## src/rtl/hb_spi_pkg.sv

```systemverilog
package hb_spi_pkg;
   // control word positions
   localparam int CTL_CLR_POS  = 0;
   localparam int CTL_SW_BASE  = 1;
   localparam int CTL_OCS_POS  = 13;
   // status word positions
   localparam int STS_TEMP_POS = 0;
   localparam int STS_FLT_BASE = 13;
   localparam int MIN_FRAME_W  = 16;

   typedef enum logic [1:0] {
      FLT_SHORT  = 2'd0,
      FLT_OPEN   = 2'd1,
      FLT_SUPPLY = 2'd2
   } flt_idx_e;

   localparam int NUM_FLT = 3;
endpackage

```

## src/rtl/hb_spi_sync.sv

```systemverilog
module hb_spi_sync #(
   parameter int   STAGES  = 2,
   parameter logic RST_VAL = 1'b0
) (
   input  logic clk,
   input  logic rst_n,
   input  logic pin_i,
   output logic sync_o
);
   logic [STAGES-1:0] chain_q;

   initial begin
      assert (STAGES >= 1) else $error("hb_spi_sync: STAGES must be at least 1");
   end

   generate
      if (STAGES == 1) begin : g_single
         always_ff @(posedge clk or negedge rst_n) begin
            if (!rst_n) chain_q <= RST_VAL;
            else        chain_q <= pin_i;
         end
      end else begin : g_chain
         always_ff @(posedge clk or negedge rst_n) begin
            if (!rst_n) chain_q <= {STAGES{RST_VAL}};
            else        chain_q <= {chain_q[STAGES-2:0], pin_i};
         end
      end
   endgenerate

   assign sync_o = chain_q[STAGES-1];
endmodule

```

## src/rtl/hb_spi_edge.sv

```systemverilog
module hb_spi_edge #(
   parameter int   STAGES  = 2,
   parameter logic RST_VAL = 1'b0
) (
   input  logic clk,
   input  logic rst_n,
   input  logic pin_i,
   output logic rise_o,
   output logic fall_o
);
   logic level;
   logic prev_q;

   hb_spi_sync #(.STAGES(STAGES), .RST_VAL(RST_VAL)) i_sync (
      .clk    (clk),
      .rst_n  (rst_n),
      .pin_i  (pin_i),
      .sync_o (level)
   );

   always_ff @(posedge clk or negedge rst_n) begin
      if (!rst_n) prev_q <= RST_VAL;
      else        prev_q <= level;
   end

   assign rise_o = level & ~prev_q;
   assign fall_o = ~level & prev_q;
endmodule

```

## src/rtl/hb_spi_frame.sv

```systemverilog
module hb_spi_frame #(
   parameter int WIDTH = 16
) (
   input  logic             clk,
   input  logic             rst_n,
   input  logic             cs_fall_i,
   input  logic             cs_rise_i,
   input  logic             sck_rise_i,
   input  logic             sck_fall_i,
   input  logic             sdi_i,
   input  logic [WIDTH-1:0] status_i,
   output logic             active_o,
   output logic             sdo_o,
   output logic [WIDTH-1:0] word_o,
   output logic             frame_ok_o
);
   localparam int              CNT_W    = $clog2(WIDTH + 2);
   localparam logic [CNT_W-1:0] CNT_MAX  = '1;
   localparam logic [CNT_W-1:0] CNT_FULL = CNT_W'(WIDTH);

   logic             active_q;
   logic [WIDTH-1:0] rx_q;
   logic [WIDTH-1:0] tx_q;
   logic [CNT_W-1:0] cnt_q;

   always_ff @(posedge clk or negedge rst_n) begin
      if (!rst_n) begin
         active_q <= 1'b0;
         rx_q     <= '0;
         tx_q     <= '0;
         cnt_q    <= '0;
      end else if (cs_fall_i) begin
         active_q <= 1'b1;
         tx_q     <= status_i;
         cnt_q    <= '0;
      end else if (cs_rise_i) begin
         active_q <= 1'b0;
      end else if (active_q) begin
         if (sck_fall_i) begin
            rx_q <= {sdi_i, rx_q[WIDTH-1:1]};
            if (cnt_q != CNT_MAX) cnt_q <= cnt_q + 1'b1;
         end
         // first rising edge opens bit 0, later ones advance
         if (sck_rise_i && (cnt_q != '0)) begin
            tx_q <= {1'b0, tx_q[WIDTH-1:1]};
         end
      end
   end

   assign active_o   = active_q;
   assign sdo_o      = active_q & tx_q[0];
   assign word_o     = rx_q;
   assign frame_ok_o = (cnt_q == CNT_FULL);

   AST_TX_HOLD: assert property (@(posedge clk) disable iff (!rst_n)
      (active_q && !sck_rise_i && !cs_fall_i && !cs_rise_i) |=> $stable(sdo_o));
   AST_CNT_ON_FALL: assert property (@(posedge clk) disable iff (!rst_n)
      (active_q && !sck_fall_i && !cs_fall_i) |=> $stable(cnt_q));
endmodule

```

## src/rtl/hb_fault_latch.sv

```systemverilog
module hb_fault_latch #(
   parameter int N = 3
) (
   input  logic         clk,
   input  logic         rst_n,
   input  logic [N-1:0] set_i,
   input  logic         clr_i,
   output logic [N-1:0] flag_o
);
   logic [N-1:0] flag_q;

   generate
      for (genvar k = 0; k < N; k++) begin : g_flag
         always_ff @(posedge clk or negedge rst_n) begin
            if (!rst_n)          flag_q[k] <= 1'b0;
            else if (set_i[k])   flag_q[k] <= 1'b1;
            else if (clr_i)      flag_q[k] <= 1'b0;
         end

         AST_SET_WINS: assert property (@(posedge clk) disable iff (!rst_n)
            set_i[k] |=> flag_q[k]);
         AST_CLR_TAKES: assert property (@(posedge clk) disable iff (!rst_n)
            (clr_i && !set_i[k]) |=> !flag_q[k]);
         AST_STICKY: assert property (@(posedge clk) disable iff (!rst_n)
            (flag_q[k] && !clr_i) |=> flag_q[k]);
      end
   endgenerate

   assign flag_o = flag_q;
endmodule

```

## src/rtl/hb_drv_spi.sv

```systemverilog
module hb_drv_spi #(
   parameter int FRAME_W     = 16,
   parameter int NUM_CH      = 3,
   parameter int SYNC_STAGES = 2
) (
   input  logic              clk,
   input  logic              rst_n,
   input  logic              cs_n,
   input  logic              sck,
   input  logic              sdi,
   input  logic              temp_warn,
   input  logic              ev_short,
   input  logic              ev_open,
   input  logic              ev_supply,
   output logic [NUM_CH-1:0] low_en,
   output logic [NUM_CH-1:0] high_en,
   output logic              ocs_en,
   output logic              sdo,
   output logic              sdo_oe
);
   import hb_spi_pkg::*;

   function automatic logic [FRAME_W-1:0] used_mask();
      logic [FRAME_W-1:0] m;
      m = '0;
      m[CTL_CLR_POS] = 1'b1;
      m[CTL_OCS_POS] = 1'b1;
      for (int k = 0; k < 2*NUM_CH; k++) m[CTL_SW_BASE+k] = 1'b1;
      return m;
   endfunction

   localparam logic [FRAME_W-1:0] USED_MASK = used_mask();

   initial begin
      assert (FRAME_W >= MIN_FRAME_W)
         else $error("hb_drv_spi: FRAME_W below the 16-bit frame");
      assert (NUM_CH >= 1 && (CTL_SW_BASE + 2*NUM_CH) <= CTL_OCS_POS)
         else $error("hb_drv_spi: NUM_CH collides with the OCS bit");
      assert (SYNC_STAGES >= 1)
         else $error("hb_drv_spi: SYNC_STAGES must be at least 1");
   end

   logic cs_rise, cs_fall, sck_rise, sck_fall, sdi_s;
   logic [FRAME_W-1:0] status_w, rx_word;
   logic frame_ok, active;
   logic commit, clr_flags;
   logic [NUM_FLT-1:0] flt_set, flt_q;
   logic [NUM_CH-1:0] low_q, high_q;
   logic ocs_q;
   logic unused_bits;

   hb_spi_edge #(.STAGES(SYNC_STAGES), .RST_VAL(1'b0)) i_cs_edge (
      .clk (clk), .rst_n (rst_n), .pin_i (~cs_n),
      .rise_o (cs_fall), .fall_o (cs_rise)
   );

   hb_spi_edge #(.STAGES(SYNC_STAGES), .RST_VAL(1'b0)) i_sck_edge (
      .clk (clk), .rst_n (rst_n), .pin_i (sck),
      .rise_o (sck_rise), .fall_o (sck_fall)
   );

   hb_spi_sync #(.STAGES(SYNC_STAGES), .RST_VAL(1'b0)) i_sdi_sync (
      .clk (clk), .rst_n (rst_n), .pin_i (sdi), .sync_o (sdi_s)
   );

   // status word assembly
   always_comb begin
      status_w = '0;
      status_w[STS_TEMP_POS] = temp_warn;
      for (int k = 0; k < NUM_CH; k++) begin
         status_w[CTL_SW_BASE + 2*k]     = low_q[k];
         status_w[CTL_SW_BASE + 2*k + 1] = high_q[k];
      end
      for (int f = 0; f < NUM_FLT; f++) status_w[STS_FLT_BASE + f] = flt_q[f];
   end

   hb_spi_frame #(.WIDTH(FRAME_W)) i_frame (
      .clk        (clk),
      .rst_n      (rst_n),
      .cs_fall_i  (cs_fall),
      .cs_rise_i  (cs_rise),
      .sck_rise_i (sck_rise),
      .sck_fall_i (sck_fall),
      .sdi_i      (sdi_s),
      .status_i   (status_w),
      .active_o   (active),
      .sdo_o      (sdo),
      .word_o     (rx_word),
      .frame_ok_o (frame_ok)
   );

   assign commit    = cs_rise & frame_ok;
   assign clr_flags = commit & rx_word[CTL_CLR_POS];

   assign flt_set[FLT_SHORT]  = ev_short;
   assign flt_set[FLT_OPEN]   = ev_open;
   assign flt_set[FLT_SUPPLY] = ev_supply;

   hb_fault_latch #(.N(NUM_FLT)) i_faults (
      .clk    (clk),
      .rst_n  (rst_n),
      .set_i  (flt_set),
      .clr_i  (clr_flags),
      .flag_o (flt_q)
   );

   generate
      for (genvar k = 0; k < NUM_CH; k++) begin : g_ch
         always_ff @(posedge clk or negedge rst_n) begin
            if (!rst_n) begin
               low_q[k]  <= 1'b0;
               high_q[k] <= 1'b0;
            end else if (commit) begin
               low_q[k]  <= rx_word[CTL_SW_BASE + 2*k];
               high_q[k] <= rx_word[CTL_SW_BASE + 2*k + 1];
            end
         end
      end
   endgenerate

   always_ff @(posedge clk or negedge rst_n) begin
      if (!rst_n)      ocs_q <= 1'b0;
      else if (commit) ocs_q <= rx_word[CTL_OCS_POS];
   end

   assign unused_bits = ^(rx_word & ~USED_MASK);

   assign low_en  = low_q;
   assign high_en = high_q;
   assign ocs_en  = ocs_q;
   assign sdo_oe  = active;

   AST_HOLD_NO_COMMIT: assert property (@(posedge clk) disable iff (!rst_n)
      !commit |=> $stable({low_q, high_q, ocs_q}));
   AST_DROP_BAD_FRAME: assert property (@(posedge clk) disable iff (!rst_n)
      (cs_rise && !frame_ok) |=> $stable({low_q, high_q, ocs_q}));
   AST_OE_OFF: assert property (@(posedge clk) disable iff (!rst_n)
      cs_rise |=> !sdo_oe);
   AST_OE_ON: assert property (@(posedge clk) disable iff (!rst_n)
      cs_fall |=> sdo_oe);
   AST_SDO_QUIET: assert property (@(posedge clk) disable iff (!rst_n)
      !sdo_oe |-> !sdo);
endmodule

```

## config.mk

```make
export PLATFORM = sky130hd
export DESIGN_NAME = hb_drv_spi
export DESIGN_NICKNAME = d
export VERILOG_FILES = /design/src/rtl/hb_spi_pkg.sv /design/src/rtl/hb_spi_sync.sv /design/src/rtl/hb_spi_edge.sv /design/src/rtl/hb_spi_frame.sv /design/src/rtl/hb_fault_latch.sv /design/src/rtl/hb_drv_spi.sv
export SDC_FILE = /design/constraint.sdc
export NUM_CORES = 1
export LEC_CHECK = 0
export ABC_AREA = 0
export BUFFER_PORTS_ARGS = -buffer_cell sky130_fd_sc_hd__buf_2
export CORE_UTILIZATION = 50
export CTS_CLUSTER_SIZE = 8
export DETAILED_ROUTE_END_ITERATION = 10
export PLACE_DENSITY = 0.75
export SYNTH_ARGS = -nofsm -noshare
export SYNTH_HDL_FRONTEND = slang
export SYNTH_SLANG_ARGS = --single-unit
```

## constraint.sdc

```tcl
create_clock -name clk -period 3.2 [get_ports clk]
set_clock_uncertainty 0.1 [all_clocks]
set_input_delay 0.96 -clock clk [delete_from_list [all_inputs] [get_ports clk]]
set_output_delay 0.96 -clock clk [all_outputs]
set_load 0.005 [all_outputs]
```

Word-level counts from Yosys, hierarchy flattened
Index checks and enable logic that the tools add are counted.
{"block": "totals", "reg_bits": 56, "output_inout_bits": 9, "wordCells": 65}
{"block": "op_classes", "add_sub_neg": 1, "n_eq_ne": 3, "muxes": 15, "bitwise_logic": 14, "n_reduce_logical": 13}
{"cell": "$mux W16", "n": 4}
{"cell": "$mux W5", "n": 5}
{"cell": "$reduce_bool A2 Y1", "n": 8}
{"cell": "$reduce_and A4 Y1", "n": 2}
{"cell": "$and A1 B1 Y1", "n": 7}
{"cell": "$not A1 Y1", "n": 7}
{"cell": "$mux W1", "n": 6}
{"cell": "$add A5 B1 Y5 const B", "n": 1}
{"cell": "$eq A5 B5 Y1 const B", "n": 1}
{"cell": "$ne A5 B5 Y1 const B", "n": 1}
{"cell": "$reduce_bool A5 Y1", "n": 1}
{"cell": "$reduce_and A3 Y1", "n": 1}
{"cell": "$ne A2 B1 Y1 const B", "n": 1}
{"cell": "$logic_and A1 B1 Y1", "n": 1}

Depth between registers and ports, before layout
{"block": "depth", "ltp_word": 7, "ltp_mapped": 7}

By module
A second synthesis with hierarchy kept.
{"block": "hier_totals", "hier_cells": 202, "area_unflattened_um2": 2516.2}
{"module": "hb_spi_frame", "instances": 1, "cells_per_inst": 165, "area_each_um2": 1909.3}
{"module": "hb_drv_spi", "instances": 1, "cells_per_inst": 18, "area_each_um2": 275.3}
{"module": "hb_spi_sync", "instances": 3, "cells_per_inst": 2, "area_each_um2": 50.0}
{"module": "hb_fault_latch", "instances": 1, "cells_per_inst": 7, "area_each_um2": 101.3}
{"module": "hb_spi_edge", "instances": 2, "cells_per_inst": 3, "area_each_um2": 40.0}

Least setup slack after synthesis
Ideal clock, no wire load.
{"block": "synth_timing", "kind": "reg2reg", "startpoint": "reg i_frame.cnt_q[0]", "endpoint": "reg i_frame.cnt_q[3]", "t_arrival_ns": 1.714, "slack_ns": 1.260, "stages_incl_launch_ff": 8, "n_path_buf": 1, "path_cell_list": "dfrtp_1 -> ha_1 -> and3_1 -> ha_1 -> and4bb_2 -> buf_2 -> a21oi_1 -> a311o_1"}
{"block": "synth_between", "elab_chain_cells": 6, "word_cells_on_any_way": 9, "cone_classes": "add/sub: 1; eq/ne: 1; mux: 5; reduce/logical: 2"}
{"item": "start: declaration", "line_no": "hb_spi_frame.sv:24", "text": "logic [CNT_W-1:0] cnt_q;"}
{"item": "start signal: assignment", "line_no": "hb_spi_frame.sv:41", "text": "if (cnt_q != CNT_MAX) cnt_q <= cnt_q + 1'b1;"}
{"item": "$add A5 B1 Y5", "line_no": "hb_spi_frame.sv:41"}
{"item": "$mux W5", "line_no": "hb_spi_frame.sv:41"}
{"item": "$mux W5", "line_no": "hb_spi_frame.sv:39", "text": "if (sck_fall_i) begin"}
{"item": "$mux W5", "line_no": "hb_spi_frame.sv:38", "text": "end else if (active_q) begin"}
{"item": "$mux W5", "line_no": "hb_spi_frame.sv:36", "text": "end else if (cs_rise_i) begin"}
{"item": "$mux W5", "line_no": "hb_spi_frame.sv:32", "text": "end else if (cs_fall_i) begin"}
Parallel ways exist; a longest one is shown, timed or not. The select of a mux whose other input is x is not followed.
A chain may end at the register's enable or synchronous reset.

Worst setup path in the final report
{"block": "layout_timing", "startpoint": "reg i_cs_edge.i_sync.chain_q[1]", "endpoint": "reg i_frame.tx_q[3]"}
{"block": "layout_between", "elab_chain_cells": 4, "word_cells_on_any_way": 8, "cone_classes": "eq/ne: 1; mux: 1; bitwise: 3; reduce/logical: 3"}
{"item": "start: declaration", "line_no": "hb_spi_sync.sv:10", "text": "logic [STAGES-1:0] chain_q;"}
{"item": "start signal: assignment", "line_no": "hb_spi_sync.sv:24", "text": "if (!rst_n) chain_q <= {STAGES{RST_VAL}};"}
{"item": "start signal: assignment", "line_no": "hb_spi_sync.sv:25", "text": "else chain_q <= {chain_q[STAGES-2:0], pin_i};"}
{"item": "$not A1 Y1", "line_no": "hb_spi_edge.sv:27", "text": "assign fall_o = ~level & prev_q;"}
{"item": "$and A1 B1 Y1", "line_no": "hb_spi_edge.sv:27"}
{"item": "$ne A2 B1 Y1 (no source line)"}
{"item": "$reduce_and A3 Y1 (no source line)"}
{"item": "end signal: assignment", "line_no": "hb_spi_frame.sv:34", "text": "tx_q <= status_i;"}
{"item": "end signal: assignment", "line_no": "hb_spi_frame.sv:45", "text": "tx_q <= {1'b0, tx_q[WIDTH-1:1]};"}
{"item": "end: declaration", "line_no": "hb_spi_frame.sv:23", "text": "logic [WIDTH-1:0] tx_q;"}
Parallel ways exist; a longest one is shown, timed or not.

==> flow_summary_export.csv <==
group,metric,value,unit
run_status,status,"finished clean",
global_routing,grt_overflow,0,
die,rows,25,
die,fp.dieArea,5199,um2
placed_design,place.detailed.hpwl,2.806,mm
setup_path,r2r-end,"i_frame.tx_q[3]",
clock_network,cts_buffers,5,
final_layout,post-route-util,0.5709,
sta,hold_slack,0.2564,ns
clock_network,cts-resized-gates,0,
logic_synthesis,synth_area,2457,um2
hold_path,hp-start,"i_cs_edge.i_sync.chain_q[0]",
power_and_ir_drop,p_per_area,523.7,nW/um2
setup_path,start_kind,"flip-flop",
sta,maxSlewViolCount,0,
setup_path,ff2ff_path_depth,5,
power_and_ir_drop,power.leakage,1.360,nW
global_routing,grt_first_pass_wirelength,6.837,mm
clock_network,cts_root_buf,"clkbuf_8",
placed_design,port_buffers,17,
die,die-height,72.11,um
logic_synthesis,syn_inst,163,
routing,wire_per_inst,15.06,um
final_layout,nNetsFinal,199,
setup_path,reg2reg_slack,1.02,ns
routing,postRouteAntennaNets,0,
die,die_x,72.11,um
setup_path,r2r_start,"i_cs_edge.i_sync.chain_q[1]",
sta,relSlewSlack,0.4503,
setup_path,path_class,"reg2reg",
clock_network,clock_latency,0.30,ns
sta,rsz0062_at_grt,"no",
sta,max_freq,0.4577,GHz
logic_synthesis,yosysWarnings,0,
clock_network,htree_num_levels,2,
routing,routed_via_density,5.214,
clock_network,ctsHoldBuffers,0,
routing,drt-initial-drc-count,76,
routing,num_vias,1314,
die,initial_utilization,0.5203,
hold_path,hold_class,"reg2reg",
logic_synthesis,ys_types,36,
logic_synthesis,synth.net_count,178,
logic_synthesis,synth_seq_cells,56,
power_and_ir_drop,peakVddDrop,0.0003788,V
clock_network,cts_buffer_depth,2,
final_layout,syn_to_final_growth,9.725,%
routing,first_pass_iters,4,
die,io_pins,18,
sta,min_period_over_period,0.6827,
hold_path,hold_depth,0,
clock_network,cts_tree,"done",
sta,hold_viol_final,0,
die,core-area,4723,um2
global_routing,grt_use_total,0.1716,
sta,fin_tns_setup,0,ns
power_and_ir_drop,power,1.412,mW
setup_path,end_kind,"flip-flop",
sta,post-route-min-period,2.185,ns
setup_path,path_max_fanout,15,
hold_path,holdPathEnd,"i_cs_edge.i_sync.chain_q[1]",
sta,tightestPinTransition,0.8246,ns
clock_network,cts_num_sinks,56,
logic_synthesis,syn_avg_cell_area,15.08,um2
flow_run,drv_cap,0,
global_routing,grt_max_degree,40,
routing,drt_wl_total,3.795,mm
setup_path,crit_arrival,2.27,ns
logic_synthesis,ys_seq_area_frac,0.5703,
global_routing,grt_pass1_vias,1424,
final_layout,diodes,0,
global_routing,antenna_found_initial,0,
clock_network,post_cts_buffers,0,
routing,drc,0,
setup_path,cp.required,3.29,ns
final_layout,drive_gt1_frac,0.4486,
sta,setup_viol,0,
placed_design,routabilityCongestion,0.8210,
clock_network,clk_pin_slew,0.10,ns
-- layout make-up --
cell class	count	area, um2
Clock buffer	5	68.82
Sequential cell	56	1401
Fill cell	372	2027
Inverter	6	22.52
Tap cell	67	83.83
Timing Repair Buffer	20	107.6
Clock inverter	3	21.27
Multi-Input combinational cell	95	991.0
-- how the worst max path moves through the flow --
stage	cells past startpoint	startpoint	endpoint
floorplan	7	i_frame.cnt_q[0]	i_frame.cnt_q[3]
global placement	5	i_cs_edge.i_sync.chain_q[1]	i_frame.tx_q[2]
detailed placement	5	i_cs_edge.i_sync.chain_q[1]	i_frame.tx_q[3]
CTS	5	i_cs_edge.i_sync.chain_q[1]	i_frame.tx_q[3]
global route	5	i_cs_edge.i_sync.chain_q[1]	i_frame.tx_q[0]
finish	5	i_cs_edge.i_sync.chain_q[1]	i_frame.tx_q[3]
-- metal layers --
metal  GRT usage  share of wire
met2      0.2835           0.52
met3     0.03889          0.028
met5           0              0
met1      0.2251           0.45
met4     0.05664          0.011
-- report_power, final --
part	internal, mW	switching (mW)	leakage [nW]	total (mW)
Combinational	0.132	0.0742	0.588	0.206
Clock	0.156	0.220	0.0445	0.376
Sequential	0.784	0.0469	0.727	0.830
Total	1.07	0.341	1.36	1.41
-- cells in the mapped netlist --
master / n / share of area
buf_2: 3 / 0.0061
and4b_1: 1 / 0.0041
nand2_1: 1 / 0.0015
a21bo_2: 1 / 0.0041
nand2b_1: 3 / 0.0076
and3_1: 2 / 0.0051
and2_1: 2 / 0.0051
a211o_1: 1 / 0.0036
nor4b_4: 1 / 0.0097
buf_12: 1 / 0.0081
mux2i_1: 1 / 0.0041
buf_1: 1 / 0.0015
and4bb_2: 1 / 0.0051
o21ai_4: 1 / 0.0066
dfrtp_1: 56 / 0.57
mux2_4: 10 / 0.061
a21oi_1: 2 / 0.0041
nand4bb_4: 1 / 0.011
nor3_1: 1 / 0.0020
ha_1: 6 / 0.031
clkbuf_1: 1 / 0.0015
nand3_1: 1 / 0.0020
inv_1: 6 / 0.0092
mux2_2: 38 / 0.17
o211ai_1: 1 / 0.0031
o21ai_0: 2 / 0.0041
a21o_1: 3 / 0.0092
nand4b_2: 1 / 0.0061
nor3b_1: 1 / 0.0031
o21bai_1: 1 / 0.0031
nand4_1: 1 / 0.0025
a311o_1: 1 / 0.0041
and3_2: 1 / 0.0031
a32o_1: 1 / 0.0041
nor2_1: 1 / 0.0015
nor2b_1: 7 / 0.018
-- critical path, cell delays in order (launching register included) --
cell       delay (ns)
dfrtp_1          0.38
inv_1            0.07
ha_1             0.29
nand4bb_4        0.28
o21ai_4          0.53
mux2_2           0.41
-- cell families after synthesis --
logic type      count (synthesis)  synth area share
compound gates                 14           0.04583
fa+ha+maj                       6           0.03055
buf+inv                        12           0.02647
flops                          56            0.5703
mux                            49            0.2393
simple gates                   26           0.08757
-- sequential cells by signal (all words and copies together) (netlist names) --
| register | cells |
|---|---|
| i_sdi_sync.chain_q | 2 |
| i_sck_edge.prev_q | 1 |
| low_en | 3 |
| i_cs_edge.prev_q | 1 |
| i_cs_edge.i_sync.chain_q | 2 |
| i_frame.active_o | 1 |
| i_faults.flag_o | 3 |
| i_frame.word_o | 16 |
| high_en | 3 |
| i_sck_edge.i_sync.chain_q | 2 |
| i_frame.tx_q | 16 |
| ocs_en | 1 |
| i_frame.cnt_q | 5 |
-- metrics by stage --
stage | area, um2 | cells | setup slack [ns]
after floorplan | 2457 | 163 | 1.260
after global placement | 2606 | 244 | 1.113
after detailed placement | 2606 | 244 | 1.007
after CTS | 2696 | 252 | 0.9962
after global routing | 2696 | 252 | 0.8891
final | 2696 | 252 | 1.015
-- layout by cell type, fill, tap and decap left out, types with 2 or more instances in the layout --
cell      count
a21o_1        3
a21oi_1       2
and2_1        2
and3_1        2
buf_2        17
buf_4         3
clkbuf_8      5
dfrtp_1      56
ha_1          6
inv_1         6
mux2_2       38
mux2_4       10
nand2b_1      3
nor2b_1       7
o21ai_0       2
No activity file was read; power rests on OpenSTA's default activity.
